$ cat src/rtl/dtimer_pkg.sv
package dtimer_pkg;
  localparam int NCH = 5;
  localparam int DW  = 32;
  localparam int AW  = 8;

  localparam logic [AW-1:0] A_CTRL  = 8'h08;
  localparam logic [AW-1:0] A_LIVE4 = 8'h40;
  localparam logic [AW-1:0] A_IRQ   = 8'h44;

  typedef struct packed {
    logic reload;
    logic inv;
    logic upd;
    logic start;
  } ctl_t;

  function automatic logic [AW-1:0] a_cnt(input int n);
    return AW'(12 + 12 * n);
  endfunction

  function automatic logic [AW-1:0] a_cmp(input int n);
    return AW'(16 + 12 * n);
  endfunction

  function automatic logic [AW-1:0] a_live(input int n);
    return AW'(20 + 12 * n);
  endfunction

  // control field position: gap after channel 0
  function automatic int fpos(input int n);
    return (n == 0) ? 0 : 4 * (n + 1);
  endfunction

  function automatic logic [DW-1:0] ctrl_mask();
    logic [DW-1:0] m;
    m = '0;
    for (int n = 0; n < NCH; n++) m[fpos(n) +: 4] = 4'hF;
    return m;
  endfunction
endpackage

$ cat src/rtl/dtimer_chan.sv
module dtimer_chan
  import dtimer_pkg::*;
#(
  parameter int CNT_W   = 16,
  parameter bit HAS_CMP = 1'b1
) (
  input  logic             clk_i,
  input  logic             rst_ni,
  input  ctl_t             ctl_i,
  input  logic             tick_i,
  input  logic [CNT_W-1:0] cnt_buf_i,
  input  logic [CNT_W-1:0] cmp_buf_i,
  output logic [CNT_W-1:0] cnt_o,
  output logic             expire_o,
  output logic             cmp_o
);
  logic [CNT_W-1:0] cnt_q;
  logic             run;

  assign run      = ctl_i.start & ~ctl_i.upd;
  assign expire_o = run & tick_i & (cnt_q == '0);
  assign cnt_o    = cnt_q;

  always_ff @(posedge clk_i or negedge rst_ni) begin
    if (!rst_ni) begin
      cnt_q <= '0;
    end else if (ctl_i.upd) begin
      cnt_q <= cnt_buf_i;
    end else if (run && tick_i) begin
      if (cnt_q == '0) begin
        if (ctl_i.reload) cnt_q <= cnt_buf_i;
      end else begin
        cnt_q <= cnt_q - CNT_W'(1);
      end
    end
  end

  generate
    if (HAS_CMP) begin : g_cmp
      logic [CNT_W-1:0] cmp_q;
      always_ff @(posedge clk_i or negedge rst_ni) begin
        if (!rst_ni)                                 cmp_q <= '0;
        else if (ctl_i.upd)                          cmp_q <= cmp_buf_i;
        else if (expire_o && ctl_i.reload)           cmp_q <= cmp_buf_i;
      end
      assign cmp_o = (cnt_q <= cmp_q) ^ ctl_i.inv;
    end else begin : g_nocmp
      logic unused_cmp;
      assign unused_cmp = ^cmp_buf_i;
      assign cmp_o = 1'b0;
    end
  endgenerate

  AST_MAN_LOAD: assert property (@(posedge clk_i) disable iff (!rst_ni)
    ctl_i.upd |=> cnt_q == $past(cnt_buf_i));
  AST_DEC: assert property (@(posedge clk_i) disable iff (!rst_ni)
    (run && tick_i && cnt_q != '0) |=> cnt_q == $past(cnt_q) - CNT_W'(1));
  AST_HOLD: assert property (@(posedge clk_i) disable iff (!rst_ni)
    (!ctl_i.upd && !(run && tick_i)) |=> $stable(cnt_q));
  AST_RELOAD: assert property (@(posedge clk_i) disable iff (!rst_ni)
    (expire_o && ctl_i.reload) |=> cnt_q == $past(cnt_buf_i));
  AST_ONESHOT_ZERO: assert property (@(posedge clk_i) disable iff (!rst_ni)
    (expire_o && !ctl_i.reload) |=> cnt_q == '0);
endmodule

$ cat src/rtl/dtimer_irq.sv
module dtimer_irq
  import dtimer_pkg::*;
(
  input  logic           clk_i,
  input  logic           rst_ni,
  input  logic           wr_i,
  input  logic [DW-1:0]  wdata_i,
  input  logic [NCH-1:0] evt_i,
  output logic [NCH-1:0] en_o,
  output logic [NCH-1:0] stat_o,
  output logic [NCH-1:0] irq_o
);
  logic [NCH-1:0] en_q, stat_q, clr;

  assign clr = wr_i ? wdata_i[2*NCH-1:NCH] : '0;

  always_ff @(posedge clk_i or negedge rst_ni) begin
    if (!rst_ni) begin
      en_q   <= '0;
      stat_q <= '0;
    end else begin
      if (wr_i) en_q <= wdata_i[NCH-1:0];
      stat_q <= (stat_q & ~clr) | evt_i; // set wins over clear
    end
  end

  assign en_o   = en_q;
  assign stat_o = stat_q;
  assign irq_o  = stat_q & en_q;

  AST_STAT_SET: assert property (@(posedge clk_i) disable iff (!rst_ni)
    (|evt_i) |=> ((stat_q & $past(evt_i)) == $past(evt_i)));
  AST_W1C: assert property (@(posedge clk_i) disable iff (!rst_ni)
    wr_i |=> ((stat_q & $past(wdata_i[2*NCH-1:NCH] & ~evt_i)) == '0));
  AST_NO_SPUR: assert property (@(posedge clk_i) disable iff (!rst_ni)
    (!wr_i && evt_i == '0) |=> $stable(stat_q));
endmodule

$ cat src/rtl/dtimer_bank.sv
module dtimer_bank
  import dtimer_pkg::*;
#(
  parameter int CNT_W = 16
) (
  input  logic           clk_i,
  input  logic           rst_ni,
  input  logic           wr_en_i,
  input  logic [AW-1:0]  addr_i,
  input  logic [DW-1:0]  wdata_i,
  output logic [DW-1:0]  rdata_o,
  input  logic [NCH-1:0] tick_i,
  output logic [NCH-2:0] cmp_o,
  output logic [NCH-1:0] irq_o
);
  localparam logic [DW-1:0] CMASK = ctrl_mask();
  localparam int NCMP = NCH - 1;

  logic [DW-1:0]    ctrl_q;
  logic [CNT_W-1:0] cnt_buf_q [NCH];
  logic [CNT_W-1:0] cmp_buf_q [NCMP];
  logic [CNT_W-1:0] live      [NCH];
  ctl_t             ctl       [NCH];
  logic [NCH-1:0]   expire, en, stat;
  logic             wr_ctrl, wr_irq;

  assign wr_ctrl = wr_en_i && (addr_i == A_CTRL);
  assign wr_irq  = wr_en_i && (addr_i == A_IRQ);

  always_ff @(posedge clk_i or negedge rst_ni) begin
    if (!rst_ni) begin
      ctrl_q <= '0;
    end else if (wr_ctrl) begin
      ctrl_q <= wdata_i & CMASK;
    end else begin
      for (int n = 0; n < NCH; n++)
        if (expire[n] && !ctl[n].reload) ctrl_q[fpos(n)] <= 1'b0;
    end
  end

  always_ff @(posedge clk_i or negedge rst_ni) begin
    if (!rst_ni) begin
      for (int n = 0; n < NCH; n++)  cnt_buf_q[n] <= '0;
      for (int n = 0; n < NCMP; n++) cmp_buf_q[n] <= '0;
    end else if (wr_en_i) begin
      for (int n = 0; n < NCH; n++)
        if (addr_i == a_cnt(n)) cnt_buf_q[n] <= wdata_i[CNT_W-1:0];
      for (int n = 0; n < NCMP; n++)
        if (addr_i == a_cmp(n)) cmp_buf_q[n] <= wdata_i[CNT_W-1:0];
    end
  end

  generate
    for (genvar n = 0; n < NCH; n++) begin : g_ch
      assign ctl[n] = ctl_t'(ctrl_q[fpos(n) +: 4]);
      if (n < NCMP) begin : g_full
        dtimer_chan #(.CNT_W(CNT_W), .HAS_CMP(1'b1)) u_chan (
          .clk_i, .rst_ni,
          .ctl_i    (ctl[n]),
          .tick_i   (tick_i[n]),
          .cnt_buf_i(cnt_buf_q[n]),
          .cmp_buf_i(cmp_buf_q[n]),
          .cnt_o    (live[n]),
          .expire_o (expire[n]),
          .cmp_o    (cmp_o[n])
        );
      end else begin : g_bare
        logic unused_cmp;
        dtimer_chan #(.CNT_W(CNT_W), .HAS_CMP(1'b0)) u_chan (
          .clk_i, .rst_ni,
          .ctl_i    (ctl[n]),
          .tick_i   (tick_i[n]),
          .cnt_buf_i(cnt_buf_q[n]),
          .cmp_buf_i('0),
          .cnt_o    (live[n]),
          .expire_o (expire[n]),
          .cmp_o    (unused_cmp)
        );
      end

      AST_ONESHOT_STOP: assert property (@(posedge clk_i) disable iff (!rst_ni)
        (expire[n] && !ctl[n].reload && !wr_ctrl) |=> !ctrl_q[fpos(n)]);
    end
  endgenerate

  dtimer_irq u_irq (
    .clk_i, .rst_ni,
    .wr_i   (wr_irq),
    .wdata_i(wdata_i),
    .evt_i  (expire),
    .en_o   (en),
    .stat_o (stat),
    .irq_o  (irq_o)
  );

  always_comb begin
    rdata_o = '0;
    if (addr_i == A_CTRL)  rdata_o = ctrl_q;
    if (addr_i == A_IRQ)   rdata_o = DW'({stat, en});
    if (addr_i == A_LIVE4) rdata_o = DW'(live[NCH-1]);
    for (int n = 0; n < NCH; n++)
      if (addr_i == a_cnt(n)) rdata_o = DW'(cnt_buf_q[n]);
    for (int n = 0; n < NCMP; n++) begin
      if (addr_i == a_cmp(n))  rdata_o = DW'(cmp_buf_q[n]);
      if (addr_i == a_live(n)) rdata_o = DW'(live[n]);
    end
  end

  AST_CTRL_MASKED: assert property (@(posedge clk_i) disable iff (!rst_ni)
    (ctrl_q & ~CMASK) == '0);
endmodule

$ cat config.mk
export PLATFORM = sky130hd
export DESIGN_NAME = dtimer_bank
export DESIGN_NICKNAME = d
export VERILOG_FILES = /design/src/rtl/dtimer_pkg.sv /design/src/rtl/dtimer_chan.sv /design/src/rtl/dtimer_irq.sv /design/src/rtl/dtimer_bank.sv
export SDC_FILE = /design/constraint.sdc
export NUM_CORES = 1
export LEC_CHECK = 0
export ABC_CLOCK_PERIOD_IN_PS = 5500
export BUFFER_PORTS_ARGS = -buffer_cell sky130_fd_sc_hd__buf_2
export CAP_MARGIN = 20
export CELL_PAD_IN_SITES_DETAIL_PLACEMENT = 1
export CELL_PAD_IN_SITES_GLOBAL_PLACEMENT = 2
export CORE_ASPECT_RATIO = 0.7
export CORE_MARGIN = 1
export CORE_UTILIZATION = 43
export CTS_CLUSTER_DIAMETER = 80
export DETAILED_ROUTE_END_ITERATION = 16
export GPL_ROUTABILITY_DRIVEN = 1
export GPL_TIMING_DRIVEN = 0
export PLACE_DENSITY = 0.94
export SLEW_MARGIN = 20
export SYNTH_ARGS = -nofsm -noshare
export SYNTH_HDL_FRONTEND = slang
export SYNTH_SLANG_ARGS = --single-unit
$ cat constraint.sdc
create_clock -name clk_i -period 5.5 [get_ports clk_i]
set_clock_uncertainty 0.05 [all_clocks]
set_input_delay 0.275 -clock clk_i [delete_from_list [all_inputs] [get_ports clk_i]]
set_output_delay 0.275 -clock clk_i [all_outputs]
set_load 0.01 [all_outputs]
==> results of run 1 <==
==> through the flow <==
step	setup WS [ns]	instances	cell area, µm²	util	hold WS (ns)
after floorplan	2.99	1926	18400	-	-0.0706
after global placement	-2.09	2532	19300	0.466	0.408
after detailed placement	1.33	2536	19500	0.469	0.129
after CTS	1.32	2616	20800	0.501	0.0146
after global routing	1.10	2617	20800	0.502	0.0426
final	1.05	2627	20900	0.503	0.0281
==> cells by family (layout without fill, tap and decap cells) <==
kind of cell / count (synthesis) / after routing / synth area share
and+or+nand+nor: 580 / 580 / 0.158
AOI/OAI and AO/OA: 526 / 526 / 0.184
DFF: 318 / 318 / 0.434
buffers and inverters: 216 / 363 / 0.0501
muxes: 198 / 198 / 0.121
adders and majority gates: 70 / 70 / 0.0478
xor gates and xnor gates: 10 / 10 / 0.00478
other: 1 / 18 / 0.000205
==> synthesized netlist by cell type, types with 20 or more instances <==
library cell	n	area (µm²)
a22oi_1	30	225
o21ai_0	138	691
buf_2	25	125
nor3_1	41	205
o21a_1	20	150
clkbuf_1	71	267
ha_1	70	876
nor4_1	23	144
dfrtp_1	318	7960
a31oi_1	21	131
mux2_2	186	2090
nand3_1	61	305
nor2_1	153	574
inv_1	93	349
o22ai_1	38	238
a21oi_1	125	626
nand2_1	168	631
==> registers in the layout, summed over array words and instances (netlist names) <==
name                            count
cnt_buf_q                          80
cmp_buf_q                          64
g_ch.g_full.u_chan.cnt_o           64
g_ch.g_full.u_chan.g_cmp.cmp_q     64
ctrl_q                             20
g_ch.g_bare.u_chan.cnt_o           16
u_irq.en_o                          5
u_irq.stat_o                        5
==> power breakdown <==
part	total, mW	leakage (nW)	switching, mW	internal (mW)
clock network	2.51	0.585	1.05	1.46
logic	1.72	4.60	1.07	0.646
registers	2.94	4.31	0.400	2.54
==> final timing paths <==
kind	from	endpoint	slack, ns	cells past startpoint
max	addr_i[0]	rdata_o[0]	1.05	11
min	tick_i[1]	u_irq.stat_o[1]	0.03	3
max reg2reg	g_ch[3].g_full.u_chan.cnt_o[0]	g_ch[3].g_full.u_chan.g_cmp.cmp_q[9]	1.89	10
min reg2reg	ctrl_q[22]	ctrl_q[22]	0.45	2
max in group asynchronous	rst_ni	ctrl_q[22]	3.89	4
min in group asynchronous	rst_ni	g_ch[2].g_full.u_chan.g_cmp.cmp_q[11]	0.15	2
==> routing by layer <==
metal / vias up / GRT usage / routed length (µm)
met5: - / 0 / 46
met4: 8 / 0.111 / 2330
met3: 156 / 0.0874 / 8920
met2: 899 / 0.576 / 36200
met1: 9109 / 0.577 / 37400
li1: 7319 / - / -
==> cell type report <==
| class | instances | area, µm² |
|---|---|---|
| fill | 4691 | 20600 |
| multi-input combinational | 1392 | 9520 |
| sequential | 318 | 7960 |
| clock buffer | 47 | 983 |
| tap | 544 | 681 |
| timing repair buffer | 82 | 576 |
| buffer | 122 | 572 |
| inverter | 94 | 353 |
| clock inverter | 18 | 203 |
| antenna | 10 | 25.0 |
==> timing repair <==
item / CTS / global route
gates resized for setup: 0 / 0
endpoints found under the setup margin: 0 / 0
hold endpoints to repair: 99 / 0
hold buffers: 15 / 0
==> worst max-delay path: stages <==
cell	delay (ns)
buf_2	0.13
clkbuf_1	0.27
nor4bb_1	0.99
clkbuf_1	0.65
clkbuf_1	0.60
nand2_1	0.32
o22ai_1	0.32
a31oi_1	0.07
o21ai_0	0.14
a211oi_1	0.17
buf_2	0.18
==> flow_summary.json, run 1 <==
{
  "ys_seq_area_frac": 0.434,
  "numPortBuffers": 62,
  "drive_above_1_share": 0.191,
  "max_cap_violations": 0,
  "gp_congestion": 1.03,
  "synth_ff_type": "dfrtp_1",
  "start_util": 0.442,
  "routedWlPerCell_um": 32.3,
  "grt_pass1_vias": 17262,
  "final_cell_mix": "dfrtp_1 (318), mux2_2 (186), nand2_1 (168)",
  "hold_path_class": "in -> reg",
  "required_ns": 5.18,
  "endpoint_kind": "output port",
  "dp_hpwl_um": 63300,
  "p_total_mw": 7.17,
  "area_growth_pct": 13.9,
  "fmax_ghz": 0.225,
  "die_x_um": 249,
  "status": "complete, no violations",
  "first_pass_iters": 6,
  "ys_ff_latch": 318,
  "drt-total-wl_um": 84900,
  "maxSlewHeadroom": 0.170,
  "via_count": 17491,
  "htreeDepth": 2,
  "die_h_um": 175,
  "vias_per_cell": 6.66,
  "ant_nets": 0,
  "path_max_fanout": 10,
  "grt_usage": 0.392,
  "rsz0062_at_grt": "no",
  "antenna_found_initial": 11,
  "timing.final.crit_share": 0.810,
  "num_rows": 62,
  "dieArea_um2": 43500,
  "drv_slew": 0,
  "clk_pin_slew_ns": 0.06,
  "syn_area_um2": 18300,
  "fin_tns_setup_ns": 0,
  "ys_async_sr_fraction": 1.00,
  "arrival_ns": 4.13,
  "crit_type": "in -> out",
  "syn_area_per_cell_um2": 9.55,
  "tritoncts": "done",
  "grt_overflow_total": 0,
  "insertion_delay_ns": 0.55,
  "ioPinCount": 89,
  "pwr_density_cell_nw_per_um2": 343,
  "post_cts_buffers": 0,
  "cts_root_buffer": "clkbuf_16",
  "grt_first_pass_wirelength_um": 124000,
  "cts_buffers": 36,
  "final_common_cell": "dfrtp_1",
  "p_leak_nw": 9.50,
  "numClockSinks": 318,
  "hold_viol": 0,
  "coreArea_um2": 41500,
  "fin_nets": 2164,
  "worstMarginPinSlew_ns": 1.25,
  "drtIter0Drc": 2051,
  "grt_max_degree": 98,
  "synth_warnings": 0,
  "synth_edf_count": 0,
  "period_needed_ns": 4.45,
  "setup_viol": 0,
  "syn_inst": 1919,
  "ys_types": 81,
  "drc": 0,
  "ctsLongestPathBuffers": 3,
  "start_kind": "primary input",
  "max-vdd-ir-drop_uv": 212
}
(Power assumes the default switching activity.)
==> run 2, diff against run 1 <==
- ABC_CLOCK_PERIOD_IN_PS: 5500 -> 3800
- CORE_UTILIZATION: 43 -> 36
- PLACE_DENSITY: 0.94 -> 0.85
- clock period: 5.5 -> 3.8 ns (I/O delays scaled with it)
==> run 2 against run 1 <==
Compared with the run above:
- the flow now finishes with violations (setup timing)
- sequential power increased by 45%
- sequential cell count did not move
- utilization is 8.0 points lower
- critical path depth decreased by 2
==> flow_summary.json, run 2 (same netlist as run 1, synthesis figures left out) <==
{
  "post_cts_buffers": 0,
  "die_h_um": 191,
  "drive_above_1_share": 0.195,
  "fin_ws_ns": -0.0892,
  "grt_pass1_vias": 17015,
  "multi_input_area_um2": 9530,
  "cp_top_family": "buffers and inverters",
  "period_needed_ns": 3.89,
  "crit_type": "in -> out",
  "failed_checks": "setup timing",
  "clk_pin_slew_ns": 0.06,
  "p_total_mw": 10.3,
  "numPortBuffers": 62,
  "endpoint_kind": "output port",
  "cp_num_buf_inv": 4,
  "p_leak_nw": 9.55,
  "area_growth_pct": 14.9,
  "final_common_cell": "dfrtp_1",
  "start_kind": "primary input",
  "status": "finished with violations",
  "rsz0062_at_grt": "no",
  "gp_congestion": 1.05,
  "insertion_delay_ns": 0.54,
  "fmax_ghz": 0.257,
  "pwr_density_cell_nw_per_um2": 490,
  "cts_buffers": 36,
  "fin_nets": 2169,
  "routedWlPerCell_um": 31.6,
  "dp_hpwl_um": 65500,
  "dieArea_um2": 51800,
  "hold_path_class": "in -> reg",
  "grt_overflow_total": 0,
  "antenna_found_initial": 9,
  "drt-total-wl_um": 86800,
  "required_ns": 3.56,
  "placed_area_um2": 19700,
  "fin_tns_setup_ns": -0.268,
  "largest_reg_flops": 80,
  "ctsLongestPathBuffers": 3,
  "timing.final.crit_share": 1.02,
  "critical_path_depth": 9,
  "ioPinCount": 89,
  "rr_worst_depth": 7,
  "grt_first_pass_wirelength_um": 125000,
  "cts_root_buffer": "clkbuf_16",
  "numClockSinks": 318,
  "setup_viol": 5,
  "n_fill_cell": 5713,
  "drtIter0Drc": 1900,
  "worstMarginPinSlew_ns": 1.22,
  "drc": 0,
  "arrival_ns": 3.65,
  "coreArea_um2": 49800,
  "maxSlewHeadroom": 0.187,
  "grt_max_degree": 93,
  "dpl.cell_count": 2658,
  "via_count": 17136,
  "final_cell_mix": "dfrtp_1 (318), mux2_2 (186), nand2_1 (168)",
  "top_register": "cnt_buf_q",
  "first_pass_iters": 5,
  "start_util": 0.368,
  "grt_usage": 0.337,
  "ant_nets": 0,
  "path_max_fanout": 10,
  "max_stage_delay_ns": 0.78,
  "drv_slew": 0,
  "tritoncts": "done",
  "regArea_um2": 7960,
  "finalInstanceArea_um2": 21100,
  "hold_viol": 0,
  "vias_per_cell": 6.24,
  "crit_slowest_cell": "nor4_1",
  "htreeDepth": 2,
  "max-vdd-ir-drop_uv": 326,
  "die_x_um": 272,
  "path_cells": "buf_2 > clkbuf_1 > nor3_1 > nand2_1 > clkbuf_1 > a21oi_1 > nor4_1 > o21a_1 > buf_2",
  "num_rows": 68,
  "fin_cells": 2745,
  "min_path_cells": 4,
  "max_cap_violations": 0
}
run 2: changes by cell type in the layout (fill, tap and decap cells not counted), sizes merged:
cell,delta
bufinv,-3
inv,-2
clkbuf,+5
dlygate4sd3,+5
diode,-7
buf,-1
run 2: repair_timing:
item	CTS	global route
endpoints found under the setup margin	10	2
resized for setup	4	3
pin swaps	0	0
endpoints found under the hold margin	90	0
hold buffers	20	0
run 2: path summary, 6_finish.rpt:
path	from	end	slack [ns]
worst max-delay path	addr_i[2]	rdata_o[12]	-0.09
worst min-delay path	tick_i[4]	ctrl_q[20]	0.02
worst max register to register	g_ch[1].g_full.u_chan.cnt_o[0]	g_ch[1].g_full.u_chan.cnt_o[9]	0.28
worst min register to register	ctrl_q[22]	ctrl_q[22]	0.42
max in group asynchronous	rst_ni	g_ch[4].g_bare.u_chan.cnt_o[0]	2.23
min in group asynchronous	rst_ni	g_ch[2].g_full.u_chan.g_cmp.cmp_q[7]	0.17
run 2: per-stage QoR:
stage	utilization	setup slack [ns]	hold WS, ns
6_report	0.423	-0.0892	0.0229
5_1_grt	0.423	0.00707	0.0490
4_1_cts	0.423	0.0611	0.00855
3_5_place_dp	0.395	-0.509	0.160
3_3_place_gp	0.392	-3.75	0.332
2_1_floorplan	-	1.29	-0.156
run 2: area by class of cell:
class                      count  share of cell area
multi-input combinational   1392               0.452
sequential                   318               0.378
clock buffer                  51              0.0517
tap                          665              0.0395
timing repair buffer          87              0.0296
buffer                       122              0.0273
inverter                      94              0.0168
clock inverter                13             0.00451
antenna                        3            0.000356
run 2: where the power goes:
group,internal (mW),switching (mW)
Combinational,0.935,1.55
Clock,2.06,1.51
Sequential,3.68,0.580
Total,6.68,3.64
run 2: metal layers:
metal,vias up,share of wire,track usage
met4,0,0.027,0.0890
met5,-,0,0
li1,7269,-,-
met2,734,0.41,0.478
met3,107,0.080,0.0587
met1,9026,0.48,0.518
run 2: worst register-to-register path: cells and delay by family, from the launching register on:
| kind | cells | cell delay (ns) |
|---|---|---|
| buf+inv | 2 | 0.68 |
| flops | 1 | 0.40 |
| compound gates | 2 | 1.06 |
| simple gates | 2 | 0.95 |
| fa+ha+maj | 1 | 0.24 |
==> run 3, diff against run 2 <==
- MAX_ROUTING_LAYER: unset -> met4
==> run 3 against run 2 <==
Compared with the run above:
- the run still ends with setup timing left
- sequential share of layout area is 0.15 points lower
- cell area is 0.40% higher
- wire length is 0.35% higher
- sequential cell count unchanged
- non-clock buffer count stayed put
- worst setup slack gained 0.056 ns
==> flow_summary.json, run 3 (same netlist as run 1, synthesis figures left out) <==
{
  "numClockSinks": 318,
  "final_common_cell": "dfrtp_1",
  "arrival_ns": 3.59,
  "start_kind": "primary input",
  "start_util": 0.368,
  "grt_usage": 0.346,
  "p_leak_nw": 9.60,
  "vias_per_cell": 6.21,
  "gp_congestion": 1.02,
  "period_needed_ns": 3.83,
  "dieArea_um2": 51800,
  "crit_type": "in -> out",
  "grt_max_degree": 92,
  "ioPinCount": 89,
  "grt_overflow_total": 0,
  "top_register": "cnt_buf_q",
  "numPortBuffers": 62,
  "setup_viol": 1,
  "placed_area_um2": 19700,
  "ctsLongestPathBuffers": 3,
  "routedWlPerCell_um": 31.8,
  "max-vdd-ir-drop_uv": 279,
  "hold_path_class": "in -> reg",
  "dp_hpwl_um": 66000,
  "drc": 0,
  "ant_nets": 0,
  "path_max_fanout": 10,
  "grt_pass1_vias": 16846,
  "required_ns": 3.56,
  "drv_slew": 0,
  "failed_checks": "setup timing",
  "insertion_delay_ns": 0.54,
  "p_total_mw": 10.6,
  "worstMarginPinSlew_ns": 1.18,
  "drtIter0Drc": 1679,
  "htreeDepth": 2,
  "endpoint_kind": "output port",
  "timing.final.crit_share": 1.01,
  "fin_ws_ns": -0.0332,
  "final_cell_mix": "dfrtp_1 (318), mux2_2 (186), nand2_1 (168)",
  "cts_root_buffer": "clkbuf_16",
  "finalInstanceArea_um2": 21100,
  "clk_pin_slew_ns": 0.06,
  "drt-total-wl_um": 87100,
  "drive_above_1_share": 0.195,
  "die_x_um": 272,
  "first_pass_iters": 5,
  "pwr_density_cell_nw_per_um2": 499,
  "coreArea_um2": 49800,
  "fmax_ghz": 0.261,
  "antenna_found_initial": 11,
  "status": "finished with violations",
  "dp_slack_ns": -0.288,
  "maxSlewHeadroom": 0.214,
  "hold_viol": 0,
  "fin_nets": 2170,
  "num_rows": 68,
  "die_h_um": 191,
  "via_count": 17033,
  "fin_hold_ws_ns": 0.0223,
  "area_growth_pct": 15.4,
  "tritoncts": "done",
  "cts_buffers": 37,
  "max_cap_violations": 0,
  "grt_first_pass_wirelength_um": 125000,
  "largest_reg_flops": 80,
  "rsz0062_at_grt": "no"
}
## run 3: path summary, 6_finish.rpt
check / startpoint / to / slack (ns) / cells past startpoint
min in group asynchronous: rst_ni / g_ch[2].g_full.u_chan.g_cmp.cmp_q[3] / 0.12 / 2
worst max-delay path: addr_i[7] / rdata_o[12] / -0.03 / 9
worst min-delay path: wdata_i[14] / ctrl_q[14] / 0.02 / 3
worst min register to register: g_ch[0].g_full.u_chan.g_cmp.cmp_q[0] / g_ch[0].g_full.u_chan.g_cmp.cmp_q[0] / 0.45 / 2
worst max register to register: g_ch[1].g_full.u_chan.cnt_o[0] / g_ch[1].g_full.u_chan.cnt_o[9] / 0.26 / 7
max in group asynchronous: rst_ni / cnt_buf_q[3] / 2.42 / 4
## run 3: power by group
part	total, mW	internal [mW]	switching, mW	leakage [nW]
Clock	3.81	2.30	1.50	0.618
Combinational	2.49	0.940	1.55	4.66
Sequential	4.26	3.68	0.578	4.31
Total	10.6	6.92	3.63	9.60
## run 3: what timing repair did
action                                  in CTS  in global routing
resized for setup                            3                  8
setup buffers                                0                  0
endpoints found under the setup margin       7                  5
hold buffers                                18                  0
hold endpoints to repair                   167                  0
## run 3: through the flow
step	util	cells	setup TNS, ns
after floorplan	-	1926	0
after global placement	0.392	2653	-1194.68
after detailed placement	0.395	2660	-0.895
after CTS	0.424	2739	0
after global routing	0.425	2739	0
final	0.425	2741	-0.0332
## run 3: layout make-up
| type | instances | area (µm²) |
|---|---|---|
| antenna | 2 | 5.00 |
| buffer | 122 | 578 |
| clock buffer | 48 | 1030 |
| clock inverter | 13 | 219 |
| fill | 5702 | 28600 |
| inverter | 94 | 353 |
| multi-input combinational | 1392 | 9540 |
| sequential | 318 | 7960 |
| tap | 665 | 832 |
| timing repair buffer | 87 | 634 |
## run 3: critical path: stages
cell and delay, ns:
buf_2 0.15, buf_1 0.28, or4b_2 0.81, nor2_2 0.53
a22o_1 0.31, nor3_1 0.09, nor4_1 0.80, o21a_1 0.28
buf_2 0.14
## run 3: layer usage
layer | vias to the layer above | global-route usage | routed length (µm)
li1 | 7303 | - | -
met4 | 0 | 0.0607 | 1610
met3 | 99 | 0.0643 | 7350
met1 | 8940 | 0.513 | 41300
met2 | 691 | 0.491 | 36800
met5 | - | - | 0
